`src/rtl/intr_prio_pkg.sv`:
```
// Package: shared types for the interrupt and trap priority controller.
// Assumes: included first in compile order.
package intr_prio_pkg;

    // Sequencer states of the controller
    typedef enum logic [2:0] {
        ST_IDLE,
        ST_VREAD,
        ST_PUSH,
        ST_SVC,
        ST_HALT
    } ctl_state_t;

    // Winning request class at a boundary
    typedef enum logic [1:0] {
        SRC_NONE,
        SRC_TRAP,
        SRC_TICK,
        SRC_DEV
    } src_kind_t;

endpackage

```
`src/rtl/intr_prio_pick.sv`:
```
// Module: intr_prio_pick
// Combinational arbiter. It ranks pending traps (lowest index first) above the
// event request, and the event request above the device request. External
// requests need the mask bit clear and the processor running.
// Assumes: NTRAP >= 1; the vector values fit in VW bits.
module intr_prio_pick
    import intr_prio_pkg::*;
#(
    parameter int NTRAP     = 4,
    parameter int VW        = 16,
    parameter int TICK_VEC  = 'o100,
    parameter int TRAP_BASE = 4,
    parameter int TRAP_STEP = 4
) (
    input  logic [NTRAP-1:0] trap_pend_i,
    input  logic             tick_req_i,
    input  logic             dev_req_i,
    input  logic             prio_mask_i,
    input  logic             tick_en_i,
    input  logic             halted_i,
    output src_kind_t        kind_o,
    output logic [VW-1:0]    vec_o
);
    localparam int IDXW = (NTRAP > 1) ? $clog2(NTRAP) : 1;

    logic [VW-1:0]   trap_vec_tab [NTRAP];
    logic [IDXW-1:0] trap_sel;
    logic            trap_hit;
    logic            ext_ok;

    // One computed vector per trap source
    for (genvar g = 0; g < NTRAP; g++) begin : g_tvec
        assign trap_vec_tab[g] = VW'(TRAP_BASE + g * TRAP_STEP);
    end

    // Find the lowest-index pending trap
    always_comb begin
        trap_hit = 1'b0;
        trap_sel = '0;
        for (int i = NTRAP - 1; i >= 0; i--) begin
            if (trap_pend_i[i]) begin
                trap_hit = 1'b1;
                trap_sel = IDXW'(i);
            end
        end
    end

    assign ext_ok = !prio_mask_i && !halted_i;

    // Rank the request classes and pick the vector
    always_comb begin
        kind_o = SRC_NONE;
        vec_o  = '0;
        if (trap_hit) begin
            kind_o = SRC_TRAP;
            vec_o  = trap_vec_tab[trap_sel];
        end else if (ext_ok && tick_en_i && tick_req_i) begin
            kind_o = SRC_TICK;
            vec_o  = VW'(TICK_VEC);
        end else if (ext_ok && dev_req_i) begin
            kind_o = SRC_DEV;
        end
    end

endmodule

```
`src/rtl/intr_vec_timer.sv`:
```
// Module: intr_vec_timer
// Counts the cycles of a device vector read. It flags expiry in the
// LIMIT-th cycle of the read.
// Assumes: run rises from a cycle in which it was low; LIMIT >= 1.
module intr_vec_timer #(
    parameter int LIMIT = 64
) (
    input  logic clk,
    input  logic rst_n,
    input  logic run,
    output logic expired
);
    localparam int CW = (LIMIT > 1) ? $clog2(LIMIT) : 1;

    logic [CW-1:0] cnt;

    // Count while a read runs, clear otherwise
    always_ff @(posedge clk) begin
        if (!rst_n || !run) begin
            cnt <= '0;
        end else begin
            cnt <= cnt + 1'b1;
        end
    end

    assign expired = run && (cnt == CW'(LIMIT - 1));

    // each read starts its window from zero
    a_r10_window_restart: assert property (@(posedge clk) disable iff (!rst_n)
        $rose(run) |-> (cnt == '0));

endmodule

```
`src/rtl/intr_prio_ctrl.sv`:
```
// Module: intr_prio_ctrl (top)
// Samples requests at instruction boundaries and runs the service sequence:
// an optional vector read, then a push strobe, then a service request with
// the vector. A vector read that times out ends in a halt request instead.
// Assumes: boundary_i is asserted only for one cycle per boundary; the
// consumer acts on push_o and svc_req_o in the cycles they are high.
module intr_prio_ctrl
    import intr_prio_pkg::*;
#(
    parameter int NTRAP       = 4,
    parameter int VW          = 16,
    parameter int TICK_VEC    = 'o100,
    parameter int TRAP_BASE   = 4,
    parameter int TRAP_STEP   = 4,
    parameter int TIMEOUT_CYC = 64
) (
    input  logic             clk,
    input  logic             rst_n,
    input  logic             boundary_i,
    input  logic [NTRAP-1:0] trap_pend_i,
    input  logic             tick_req_i,
    input  logic             dev_req_i,
    input  logic             prio_mask_i,
    input  logic             tick_en_i,
    input  logic             halted_i,
    input  logic             vec_valid_i,
    input  logic [VW-1:0]    vec_data_i,
    output logic             vec_rd_o,
    output logic             push_o,
    output logic             svc_req_o,
    output logic [VW-1:0]    svc_vec_o,
    output logic             halt_req_o
);
    ctl_state_t    state;
    src_kind_t     pick_kind;
    logic [VW-1:0] pick_vec;
    logic [VW-1:0] vec_q;
    logic          rd_expired;

    intr_prio_pick #(
        .NTRAP    (NTRAP),
        .VW       (VW),
        .TICK_VEC (TICK_VEC),
        .TRAP_BASE(TRAP_BASE),
        .TRAP_STEP(TRAP_STEP)
    ) u_pick (
        .trap_pend_i(trap_pend_i),
        .tick_req_i (tick_req_i),
        .dev_req_i  (dev_req_i),
        .prio_mask_i(prio_mask_i),
        .tick_en_i  (tick_en_i),
        .halted_i   (halted_i),
        .kind_o     (pick_kind),
        .vec_o      (pick_vec)
    );

    intr_vec_timer #(
        .LIMIT(TIMEOUT_CYC)
    ) u_timer (
        .clk    (clk),
        .rst_n  (rst_n),
        .run    (state == ST_VREAD),
        .expired(rd_expired)
    );

    // Service sequencer and vector register
    always_ff @(posedge clk) begin
        if (!rst_n) begin
            state <= ST_IDLE;
            vec_q <= '0;
        end else begin
            unique case (state)
                ST_IDLE: begin
                    if (boundary_i) begin
                        unique case (pick_kind)
                            SRC_TRAP, SRC_TICK: begin
                                state <= ST_PUSH;
                                vec_q <= pick_vec;
                            end
                            SRC_DEV:  state <= ST_VREAD;
                            default:  state <= ST_IDLE;
                        endcase
                    end
                end
                ST_VREAD: begin
                    if (vec_valid_i) begin
                        vec_q <= vec_data_i;
                        state <= ST_PUSH;
                    end else if (rd_expired) begin
                        state <= ST_HALT;
                    end
                end
                ST_PUSH: state <= ST_SVC;
                ST_SVC:  state <= ST_IDLE;
                ST_HALT: state <= ST_IDLE;
                default: state <= ST_IDLE;
            endcase
        end
    end

    assign vec_rd_o   = (state == ST_VREAD);
    assign push_o     = (state == ST_PUSH);
    assign svc_req_o  = (state == ST_SVC);
    assign halt_req_o = (state == ST_HALT);
    assign svc_vec_o  = vec_q;

    // a push is always followed by the service request
    a_r11_push_then_svc: assert property (@(posedge clk) disable iff (!rst_n)
        push_o |=> svc_req_o);

    // a service request is always preceded by a push
    a_r11_svc_after_push: assert property (@(posedge clk) disable iff (!rst_n)
        svc_req_o |-> $past(push_o));

    // a halt request only ends a vector read and is never a push
    a_r10_halt_ends_read: assert property (@(posedge clk) disable iff (!rst_n)
        halt_req_o |-> ($past(vec_rd_o) && !$past(vec_valid_i)));

    // a vector read starts only with the mask clear and while running
    a_r6_read_needs_unmasked: assert property (@(posedge clk) disable iff (!rst_n)
        $rose(vec_rd_o) |-> $past(!prio_mask_i && !halted_i));

    // a vector read starts only from a boundary with no trap pending
    a_r12_read_on_boundary: assert property (@(posedge clk) disable iff (!rst_n)
        $rose(vec_rd_o) |-> $past(boundary_i && !(|trap_pend_i)));

    // at most one control output at a time
    a_r1_single_action: assert property (@(posedge clk) disable iff (!rst_n)
        $onehot0({vec_rd_o, push_o, svc_req_o, halt_req_o}));

endmodule

```
`config.mk`:
```
export PLATFORM = sky130hd
export DESIGN_NAME = intr_prio_ctrl
export DESIGN_NICKNAME = d
export VERILOG_FILES = /design/src/rtl/intr_prio_pkg.sv /design/src/rtl/intr_prio_pick.sv /design/src/rtl/intr_vec_timer.sv /design/src/rtl/intr_prio_ctrl.sv
export SDC_FILE = /design/constraint.sdc
export NUM_CORES = 1
export LEC_CHECK = 0
export ABC_CLOCK_PERIOD_IN_PS = 2000
export BUFFER_PORTS_ARGS = -buffer_cell sky130_fd_sc_hd__buf_4
export CAP_MARGIN = 15
export CORE_ASPECT_RATIO = 0.8
export CORE_MARGIN = 2
export CORE_UTILIZATION = 40
export CTS_BUF_LIST = sky130_fd_sc_hd__clkbuf_4
export CTS_CLUSTER_SIZE = 20
export DETAILED_ROUTE_END_ITERATION = 10
export GPL_TIMING_DRIVEN = 0
export PLACE_DENSITY = 0.7
export SLEW_MARGIN = 0
export SYNTH_ARGS = -nofsm -noshare
export SYNTH_HDL_FRONTEND = slang
export SYNTH_SLANG_ARGS = --single-unit
```
`constraint.sdc`:
```
create_clock -name clk -period 2 [get_ports clk]
set_input_delay 0.4 -clock clk [delete_from_list [all_inputs] [get_ports clk]]
set_output_delay 0.4 -clock clk [all_outputs]
set_load 0.01 [all_outputs]
```
Word level (Yosys, flattened, before mapping)

Cells that the tools add are included.

Flip-flop bits (word level): 25
Bits in latches: 0
Memory bits (writable): 0
Bits in read-only memories: 0
Input bits: 29
Output and inout bits: 20
Logic and storage cells: 58
Memories kept: 0

$add $sub $neg: 1
Multipliers: 0
Divide/modulo/power cells: 0
Order comparisons: 1
Equal/unequal tests: 12
Shift operators: 0
Mux-type cells: 25
Bitwise logic cells: 1
Reductions and logical operators: 15

Operator list:

| operator            | count |
|---|---|
| $mux 16             | 6 |
| $bmux 16 s2         | 1 |
| $pmux 16 s2         | 1 |
| $mux 2              | 7 |
| $mux 3              | 3 |
| $pmux 3 s3          | 1 |
| $mux 7              | 1 |
| $add 6x1->6 const B | 1 |
| $eq 3x2->1 const B  | 2 |
| $eq 6x6->1 const B  | 1 |
| $logic_and 1x1->1   | 5 |
| $eq 2x2->1 const B  | 2 |
| $logic_not 1->1     | 4 |
| $mux 1              | 4 |
| $ne 2x2->1 const B  | 2 |
| $pmux 2 s2          | 1 |
| $reduce_and 4->1    | 1 |
| $eq 3x1->1 const B  | 1 |
| $eq 3x3->1 const B  | 1 |
| $ge 3x3->1 const B  | 1 |
| $logic_not 3->1     | 1 |
| $ne 3x3->1 const B  | 1 |
| $not 2->3           | 1 |
| $eq 2x1->1 const B  | 1 |
| other kinds (5)     | 5 |

Longest topological paths before layout

Gate-level depths: netlist of the first run.

Word-level depth: 12
Gate-level depth with buffers: 6
Depth with buffers taken out: 6

Modules after synthesis

Synthesis of the first run repeated with hierarchy kept, for this count alone.

Cells, all modules: 164
Area total of the unflattened synthesis: 1,458.9 µm²

By module, submodules not included:

| module         | times used | cells each | area an instance (µm²) | sequential area each (µm²) |
|---|---|---|---|---|
| intr_prio_ctrl | 1          | 110        | 1,034.7                | 380.4 |
| intr_vec_timer | 1          | 25         | 227.7                  | 120.1 |
| intr_prio_pick | 1          | 29         | 196.4                  | 0.0 |

Worst setup path before layout of the first run

OpenSTA, ideal clock, no wires.

Path kind: input to register
Start: in trap_pend_i[2]
End: reg vec_q[2], in the netlist svc_vec_o[2]
Library setup time: 0.124 ns
Arrival time: 1.575 ns
Data required time: 1.876 ns
Path slack: 0.302 ns
Stages on the path: 4
Buffers on the path: 0
Cell sequence: or4_4 -> o211a_4 -> or2_4 -> mux2i_1

Cells in the longest elaborated chain, start to end: 11
Elaborated cells between the ends (all ways): 20
Those cells by class: eq/ne (3); mux (14); bitwise (1); reduce/logical (2)

Ends and longest elaborated chain:

| element                                     | line                 | RTL |
|---|---|---|
| from (decl)                                 | intr_prio_ctrl.sv:20 | `input logic [NTRAP-1:0] trap_pend_i,` |
| $mux 2 (3 in series)                        | intr_prio_pick.sv:41 | `if (trap_pend_i[i]) begin` |
| $not 2->3 (implied by the code)             | intr_prio_pick.sv:56 | `vec_o = trap_vec_tab[trap_sel];` |
| $bmux 16 s2                                 | intr_prio_pick.sv:56 |  |
| $mux 16 (implied by the code) (2 in series) | intr_prio_pick.sv:56 |  |
| $mux 16                                     | intr_prio_pick.sv:54 | `if (trap_hit) begin` |
| $mux 16                                     | intr_prio_ctrl.sv:75 | `unique case (pick_kind)` |
| $mux 16                                     | intr_prio_ctrl.sv:74 | `if (boundary_i) begin` |
| $pmux 16 s2                                 | intr_prio_ctrl.sv:72 | `unique case (state)` |
| to (signal assigned)                        | intr_prio_ctrl.sv:78 | `vec_q <= pick_vec;` |
| to (signal assigned)                        | intr_prio_ctrl.sv:87 | `vec_q <= vec_data_i;` |
| to (decl)                                   | intr_prio_ctrl.sv:37 | `logic [VW-1:0] vec_q;` |

Several ways; a longest one is shown, not always the timed one. The select of a mux whose other input is x is not followed.
A chain may end at the register's enable or synchronous reset.

Worst setup path after layout of the first run

Start: reg state[0]
End: out vec_rd_o

Cells in the longest elaborated chain, start to end: 1

Ends and longest elaborated chain:

| element                | line                  | RTL |
|---|---|---|
| from (decl)            | intr_prio_ctrl.sv:34  | `ctl_state_t state;` |
| from (signal assigned) | intr_prio_ctrl.sv:69  | `state <= ST_IDLE;` |
| from (signal assigned) | intr_prio_ctrl.sv:77  | `state <= ST_PUSH;` |
| from (signal assigned) | intr_prio_ctrl.sv:80  | `SRC_DEV: state <= ST_VREAD;` |
| $eq 3x1->1             | intr_prio_ctrl.sv:101 | `assign vec_rd_o = (state == ST_VREAD);` |
| to (decl)              | intr_prio_ctrl.sv:28  | `output logic vec_rd_o,` |

Every way passes these cells.

==> reports/results.txt, run 1 <==
Status - finished clean
Fin crit share - 92.3%
Cts hold-fix bufs - 0
Synth Instances - 104
Hold WC Path Type - input pin to flip-flop
Fin. Hold Viols - 0
Nature of the critical path endpoint - primary output
Share of layout cells above drive strength 1 - 40.6%
Area of the multi-input gates - 520 um2
RePlAce Congestion - 0.772
Total CTS buffers - 3
Met2 GRT Util - 25.3%
Pwr/cell area - 637 nW/um2
Avg Vias per Cell - 5.26
Row cnt - 16
Synth top area share - 46.7%
CP cell instances - or3b_4, clkinv_4, buf_4
Bufs and invs on worst path - 2
EDFF count, synth - 0
Worst-skew pair later-pin latency - 310 ps
Synthesis-stage register bit count - 25
Max capacitance violation total - 0
Syn Nets - 135
DR pass1 iterations - 4
Yosys warns - 0
Residual DRC - 0
Cell taking the most area after synthesis - dfxtp_1
Setup TNS - 0 ps
RSZ-0062 raised after global routing - no
DRT iter0 DRCs - 44
Number of I/O pins - 49
Crit path DAT - 1450 ps
Antenna violations before repair - 0
GRT met3 Usage - 5.67%
Post-layout util - 60.0%
Final WL - 2460 um
Die Wd - 61.9 um
Area grow syn2layout - 39.9%
Synth area leaders - dfxtp_1 47%, a22o_1 9.8%, nor2_1 3.9%
Max FO, Critical Path - 9
Final Skew - 1.93 ps
Final setup viols - 0
Filler cell count in the final layout - 223
First-pass GRT wire length - 3950 um
CP max stage delay - 460 ps
Slew headroom - 80.1%
CTS sink count - 25
Cell variety after synth - 35
Post-route setup slack - 154 ps
Max Clock Freq - 0.542 GHz
Sequential share of the synthesized area - 46.7%
Leak Pwr - 0.697 nW
Die area - 3110 um2
WP data required - 1600 ps
Die H - 50.3 um
Top FF cell, synth - dfxtp_1
Place WS - 77.0 ps
Setup Fix Bufs, Post-CTS - 0
DP HPWL - 1930 um
Finished Layout Cells - 191
Routed length per instance - 12.9 um
Fraction of registers with async set/reset - 0%
Syn Std Cell Area - 1070 um2
Syn Area/Cell - 10.3 um2
TritonCTS clock tree - built
GRT met1 Usage - 22.7%
GRT Resource Usage Total - 16.7%
Total grt overflow - 0
Pin count of the biggest net entering global routing - 14
Pins Over Slew Limit - 0
Seq. cell area - 500 um2
Inst Count DP - 187
Final layout net count - 187
Crit-path slowest cell - dfxtp_1
PortBufs - 47
Number of diodes - 0
CTS root buf - clkbuf_4
Top Family by Delay on Critical Path - flip-flops
H-tree Lvls - 1
Slew @ Worst Pin - 292 ps
Cell with the most instances after synthesis - dfxtp_1
Most used routing layer - met2
Via count - 1004
Clock buffer depth - 2
Crit path time final - 1850 ps
Crit start category - flip-flop
Synth top cells by count - 25 x dfxtp_1, 12 x a22o_1, 11 x nor2_1
Post-CTS Resized - 0
CORE AREA - 2500 um2
Initial Util - 42.8%
Vias in the first global route - 922
Crit Path Class - flip-flop to primary output
Fin Hold WS - 290 ps
Post-route antenna net violation count - 0
VDD IR-drop max - 0.395 mV
CTS clk-pin slew, worst paths - 130 ps
[per-stage QoR]
stage               total power, mW  cell area [um2]
CTS                           0.964             1500
floorplan                     0.642             1070
finish                        0.956             1500
global route                   1.01             1500
detailed placement            0.735             1470
global placement              0.730             1470
[area by class of cell]
| cell class | count | area share, % |
|---|---|---|
| Multi-Input combinational cell | 71 | 34.7 |
| Tap cell | 36 | 3.00 |
| Timing Repair Buffer | 47 | 23.5 |
| Buffer | 3 | 1.83 |
| Inverter | 5 | 1.58 |
| Clock buffer | 4 | 2.00 |
| Sequential cell | 25 | 33.4 |
[logic make-up after synthesis]
kind of cell | synth area share (%)
fa+ha+maj | 2.33
xor+xnor | 3.27
buf+inv | 4.78
simple gates | 19.4
flops | 46.7
mux | 0.934
compound gates | 22.6
[sequential cells by signal, indices dropped and copies added (netlist names)]
name and count:
u_timer.cnt 6, state 3, svc_vec_o 16
[worst paths after layout]
| path | slack (ps) | to | depth (start not counted) | startpoint |
|---|---|---|---|---|
| worst max-delay path | 150 | vec_rd_o | 3 | state[0] |
| worst min-delay path | 290 | state[2] | 2 | vec_valid_i |
| worst max register to register | 320 | svc_vec_o[12] | 5 | state[0] |
| worst min register to register | 460 | u_timer.cnt[0] | 1 | u_timer.cnt[0] |
[layer usage]
layer,share of wire [%],routed length (um),vias to the layer above
li1,-,-,490
met1,46,1120,479
met2,48,1190,31
met3,4.8,119,4
met4,1.2,29,0
met5,0,0,-
[power breakdown]
group	total [mW]	switching [mW]	internal, mW
Combinational	0.191	0.0838	0.107
Clock	0.231	0.140	0.0913
Sequential	0.534	0.0156	0.518
Total	0.956	0.239	0.717
[cells in the final DEF (no fill, tap or decap), types with 2 or more instances in the layout]
cell,synthesis,final
a22o_1,12,12
nand3_1,2,2
buf_4,0,47
o31ai_1,4,4
inv_1,4,4
xnor2_1,3,3
a22oi_1,3,3
dfxtp_1,25,25
ha_1,2,2
o211ai_1,2,2
buf_6,2,2
a21oi_1,4,4
and3_1,4,4
clkbuf_4,0,4
nand2_1,3,3
nor3_1,3,3
nor2_1,11,11
Power figures use the tool's default switching activity.
==> inputs of run 2 (changes only) <==
- PLACE_DENSITY: 0.7 -> 0.68
==> reports/results.txt, run 2 (synthesized netlist as in run 1, its figures left out) <==
Pwr/cell area - 638 nW/um2
Crit start category - flip-flop
Max FO, Critical Path - 9
Setup Fix Bufs, Post-CTS - 0
Slew headroom - 78.1%
RR Startpoint - state[0]
Max capacitance violation total - 0
Slew @ Worst Pin - 320 ps
Worst-skew pair later-pin latency - 310 ps
CP cell instances - or3b_4, clkinv_4, buf_4
CTS clk-pin slew, worst paths - 130 ps
Clk pwr share - 24.2%
Hold WC Path Type - input pin to flip-flop
Fin area - 1500 um2
Pin count of the biggest net entering global routing - 14
RePlAce Congestion - 0.777
Fin. Hold Viols - 0
Bufs and invs on worst path - 2
Max Clock Freq - 0.541 GHz
Via count - 966
Crit-path slowest cell - dfxtp_1
H-tree Lvls - 1
Total CTS buffers - 3
Inst Count DP - 187
Max reg flops - 16
Most frequent cells in the layout - 47 x buf_4, 25 x dfxtp_1, 12 x a22o_1
Vias in the first global route - 929
DP HPWL - 1970 um
R2r setup slk - 320 ps
CTS root buf - clkbuf_4
Avg Vias per Cell - 5.06
GRT Resource Usage Total - 17.5%
Reg power frac - 55.8%
Fin Hold WS - 297 ps
Final Skew - 1.30 ps
Final layout net count - 187
Combinational group share of total power - 20.0%
PortBufs - 47
Pint - 0.717 mW
CTS sink count - 25
Share of layout cells above drive strength 1 - 40.6%
TritonCTS clock tree - built
Top Family by Delay on Critical Path - flip-flops
Crit Path Class - flip-flop to primary output
Number of I/O pins - 49
Final WL - 2530 um
VDD IR-drop max - 0.413 mV
Worst setup path start - state[0]
Sw frac - 25.1%
Die Wd - 61.9 um
Crit path DAT - 1450 ps
Post-route antenna net violation count - 0
Clock buffer depth - 2
DRT iter0 DRCs - 49
Fin crit share - 92.5%
Filler cell count in the final layout - 233
Finished Layout Cells - 191
Routed length per instance - 13.2 um
Crit path time final - 1850 ps
Post-CTS Resized - 0
Worst Hold Launch - vec_data_i[11]
Antenna violations before repair - 0
Die H - 50.3 um
Final setup viols - 0
Post-layout util - 60.0%
Area grow syn2layout - 39.9%
Total grt overflow - 0
Placement Cell Area - 1470 um2
Pins Over Slew Limit - 0
Status - finished clean
Cts hold-fix bufs - 0
Nature of the critical path endpoint - primary output
Sw Pwr - 0.240 mW
CORE AREA - 2500 um2
First-pass GRT wire length - 4100 um
Number of diodes - 0
Most common cell after layout, fill and taps aside - buf_4
Seq. cell area - 500 um2
Initial Util - 42.8%
WP data required - 1600 ps
DR pass1 iterations - 4
Row cnt - 16
Setup TNS - 0 ps
Leak Pwr - 0.697 nW
Die area - 3110 um2
Area of the multi-input gates - 520 um2
RSZ-0062 raised after global routing - no
Residual DRC - 0
CP max stage delay - 470 ps
==> run 2: cell counts in the layout (fill, tap and decap cells not counted) <==
Identical to the previous run, type by type.
==> run 2: per-layer routing <==
metal  vias up  GRT usage [%]  share of wire (%)
li1        492              -                  -
met1       449           23.1                 46
met2        23           27.9                 49
met3         2           5.41                4.5
met4         0           3.55               0.51
met5         -              0                  0
==> run 2: worst paths after layout <==
kind | end | cells past startpoint
max | vec_rd_o | 3
min | svc_vec_o[11] | 2
min reg2reg | u_timer.cnt[0] | 1
max reg2reg | svc_vec_o[13] | 6
==> run 2: final cells by class <==
class,count,area share (%)
inverter,5,1.58
buffer,3,1.83
multi-input combinational,71,34.7
clock buffer,4,2.00
tap,36,3.00
timing repair buffer,47,23.5
sequential,25,33.4
==> run 2: power groups by stage <==
stage	clock network (mW)	registers, mW	logic (mW)
CTS	0.243	0.534	0.193
floorplan	0	0.549	0.0927
finish	0.232	0.534	0.191
detailed placement	0	0.545	0.192
global route	0.267	0.537	0.210
global placement	0	0.544	0.187
==> run 2: worst register-to-register path: cells and delay by family (launching register included) <==
family | cells | cell delay, ps
buffers and inverters | 2 | 240
and+or+nand+nor | 3 | 710
AOI/OAI and AO/OA | 1 | 180
DFF | 1 | 470
==> run 2: metrics by stage <==
step                      power [mW]  setup WS (ps)
final                          0.957            150
after floorplan                0.642            302
after global routing            1.01           63.5
after detailed placement       0.737           87.1
after CTS                      0.970            149
after global placement         0.730            120
==> inputs of run 3 (changes only) <==
- CAP_MARGIN: 15 -> 20
- SETUP_SLACK_MARGIN: not set -> 0.4
==> reports/results.txt, run 3 (synthesized netlist as in run 1, its figures left out) <==
Via count - 987
Fin crit share - 81.8%
Worst Hold Launch - vec_valid_i
Row cnt - 16
Area grow syn2layout - 48.4%
Share of layout cells above drive strength 1 - 48.1%
Max FO, Critical Path - 2
Crit start category - flip-flop
Number of diodes - 0
Pins Over Slew Limit - 0
Worst r2r dst - svc_vec_o[12]
Slew headroom - 82.2%
CORE AREA - 2500 um2
Pwr/cell area - 609 nW/um2
Final setup viols - 0
RR Startpoint - state[0]
Antenna violations before repair - 0
CTS clk-pin slew, worst paths - 130 ps
Place WS - 116 ps
GRT Resource Usage Total - 18.1%
RSZ-0062 raised after global routing - yes
Cts hold-fix bufs - 0
Crit path time final - 1640 ps
RePlAce Congestion - 0.752
TritonCTS clock tree - built
Fin. Hold Viols - 0
Hold WC Path Type - input pin to flip-flop
Residual DRC - 0
Reg2Reg Depth - 7
Status - finished clean
Die Wd - 61.9 um
Total grt overflow - 0
CTS sink count - 25
Final layout net count - 194
Avg Vias per Cell - 4.98
Slew @ Worst Pin - 266 ps
Worst-skew pair later-pin latency - 310 ps
Max capacitance violation total - 0
Total CTS buffers - 3
Crit path DAT - 1240 ps
Most common cell after layout, fill and taps aside - buf_4
DP HPWL - 1920 um
Crit Path Class - flip-flop to primary output
Nature of the critical path endpoint - primary output
Number of I/O pins - 49
H-tree Lvls - 1
WP data required - 1600 ps
Max Clock Freq - 0.611 GHz
First-pass GRT wire length - 4260 um
Die H - 50.3 um
Leak Pwr - 0.742 nW
Pin count of the biggest net entering global routing - 15
Min-Delay Endpoint - state[2]
R2r setup slk - 390 ps
Routed length per instance - 12.9 um
DRT iter0 DRCs - 81
Setup TNS - 0 ps
Post-route antenna net violation count - 0
Clock buffer depth - 2
Max reg flops - 16
Initial Util - 42.8%
Die area - 3110 um2
Final Skew - 4.82 ps
Post-route setup slack - 364 ps
PortBufs - 47
Most frequent cells in the layout - 54 x buf_4, 22 x dfxtp_1, 12 x a22o_1
Vias in the first global route - 976
CTS root buf - clkbuf_4
Final WL - 2560 um
VDD IR-drop max - 0.404 mV
DR pass1 iterations - 4
Worst Hold Path Cells - 2
run 3: how the worst max path moves through the flow:
stage | to | cells after the start | start | slack, ps
2_1_floorplan | svc_vec_o[2] | 4 | trap_pend_i[2] | 320
3_3_place_gp | svc_vec_o[10] | 6 | trap_pend_i[2] | 140
3_5_place_dp | svc_vec_o[12] | 6 | trap_pend_i[2] | 120
4_1_cts | vec_rd_o | 3 | state[0] | 360
5_1_grt | vec_rd_o | 3 | state[0] | 310
6_report | vec_rd_o | 3 | state[0] | 360
run 3: repair_timing:
item,4_1_cts,5_1_grt
pin swaps,2,2
setup buffers,7,0
gates resized for setup,11,3
endpoints found under the setup margin,12,17
run 3: cell type report:
type	instances	area [um2]
timing repair buffer	54	409
tap	36	45.0
clock inverter	1	5.00
inverter	5	23.8
multi-input combinational	71	547
fill	219	911
sequential	25	509
clock buffer	3	22.5
buffer	3	30.0
run 3: worst max-delay path, stage by stage, from the launching register on:
cell and delay (ps):
dfxtp_4 370, or3b_4 400, clkinv_4 60, buf_6 90
run 3: through the flow:
stage	cell area [um2]	utilization, %	hold slack, ps	total power [mW]	cells
final	1590	63.6	275	0.970	198
after global routing	1590	63.6	248	1.03	198
after CTS	1580	63.0	263	0.976	198
after detailed placement	1470	58.8	443	0.735	187
after global placement	1470	58.8	422	0.731	187
after floorplan	1070	-	413	0.642	104
run 3: layer usage:
layer,track usage [%],vias up,wire [um]
met5,0,-,0
met4,1.06,0,8
met3,5.41,2,102
met2,30.7,20,1300
met1,23.6,462,1150
li1,-,503,-
run 3: where the power goes:
| part | switching, mW | internal [mW] | total (mW) | leakage (nW) |
|---|---|---|---|---|
| logic | 0.0965 | 0.123 | 0.220 | 0.519 |
| registers | 0.0115 | 0.519 | 0.530 | 0.205 |
| clock network | 0.145 | 0.0747 | 0.220 | 0.0177 |
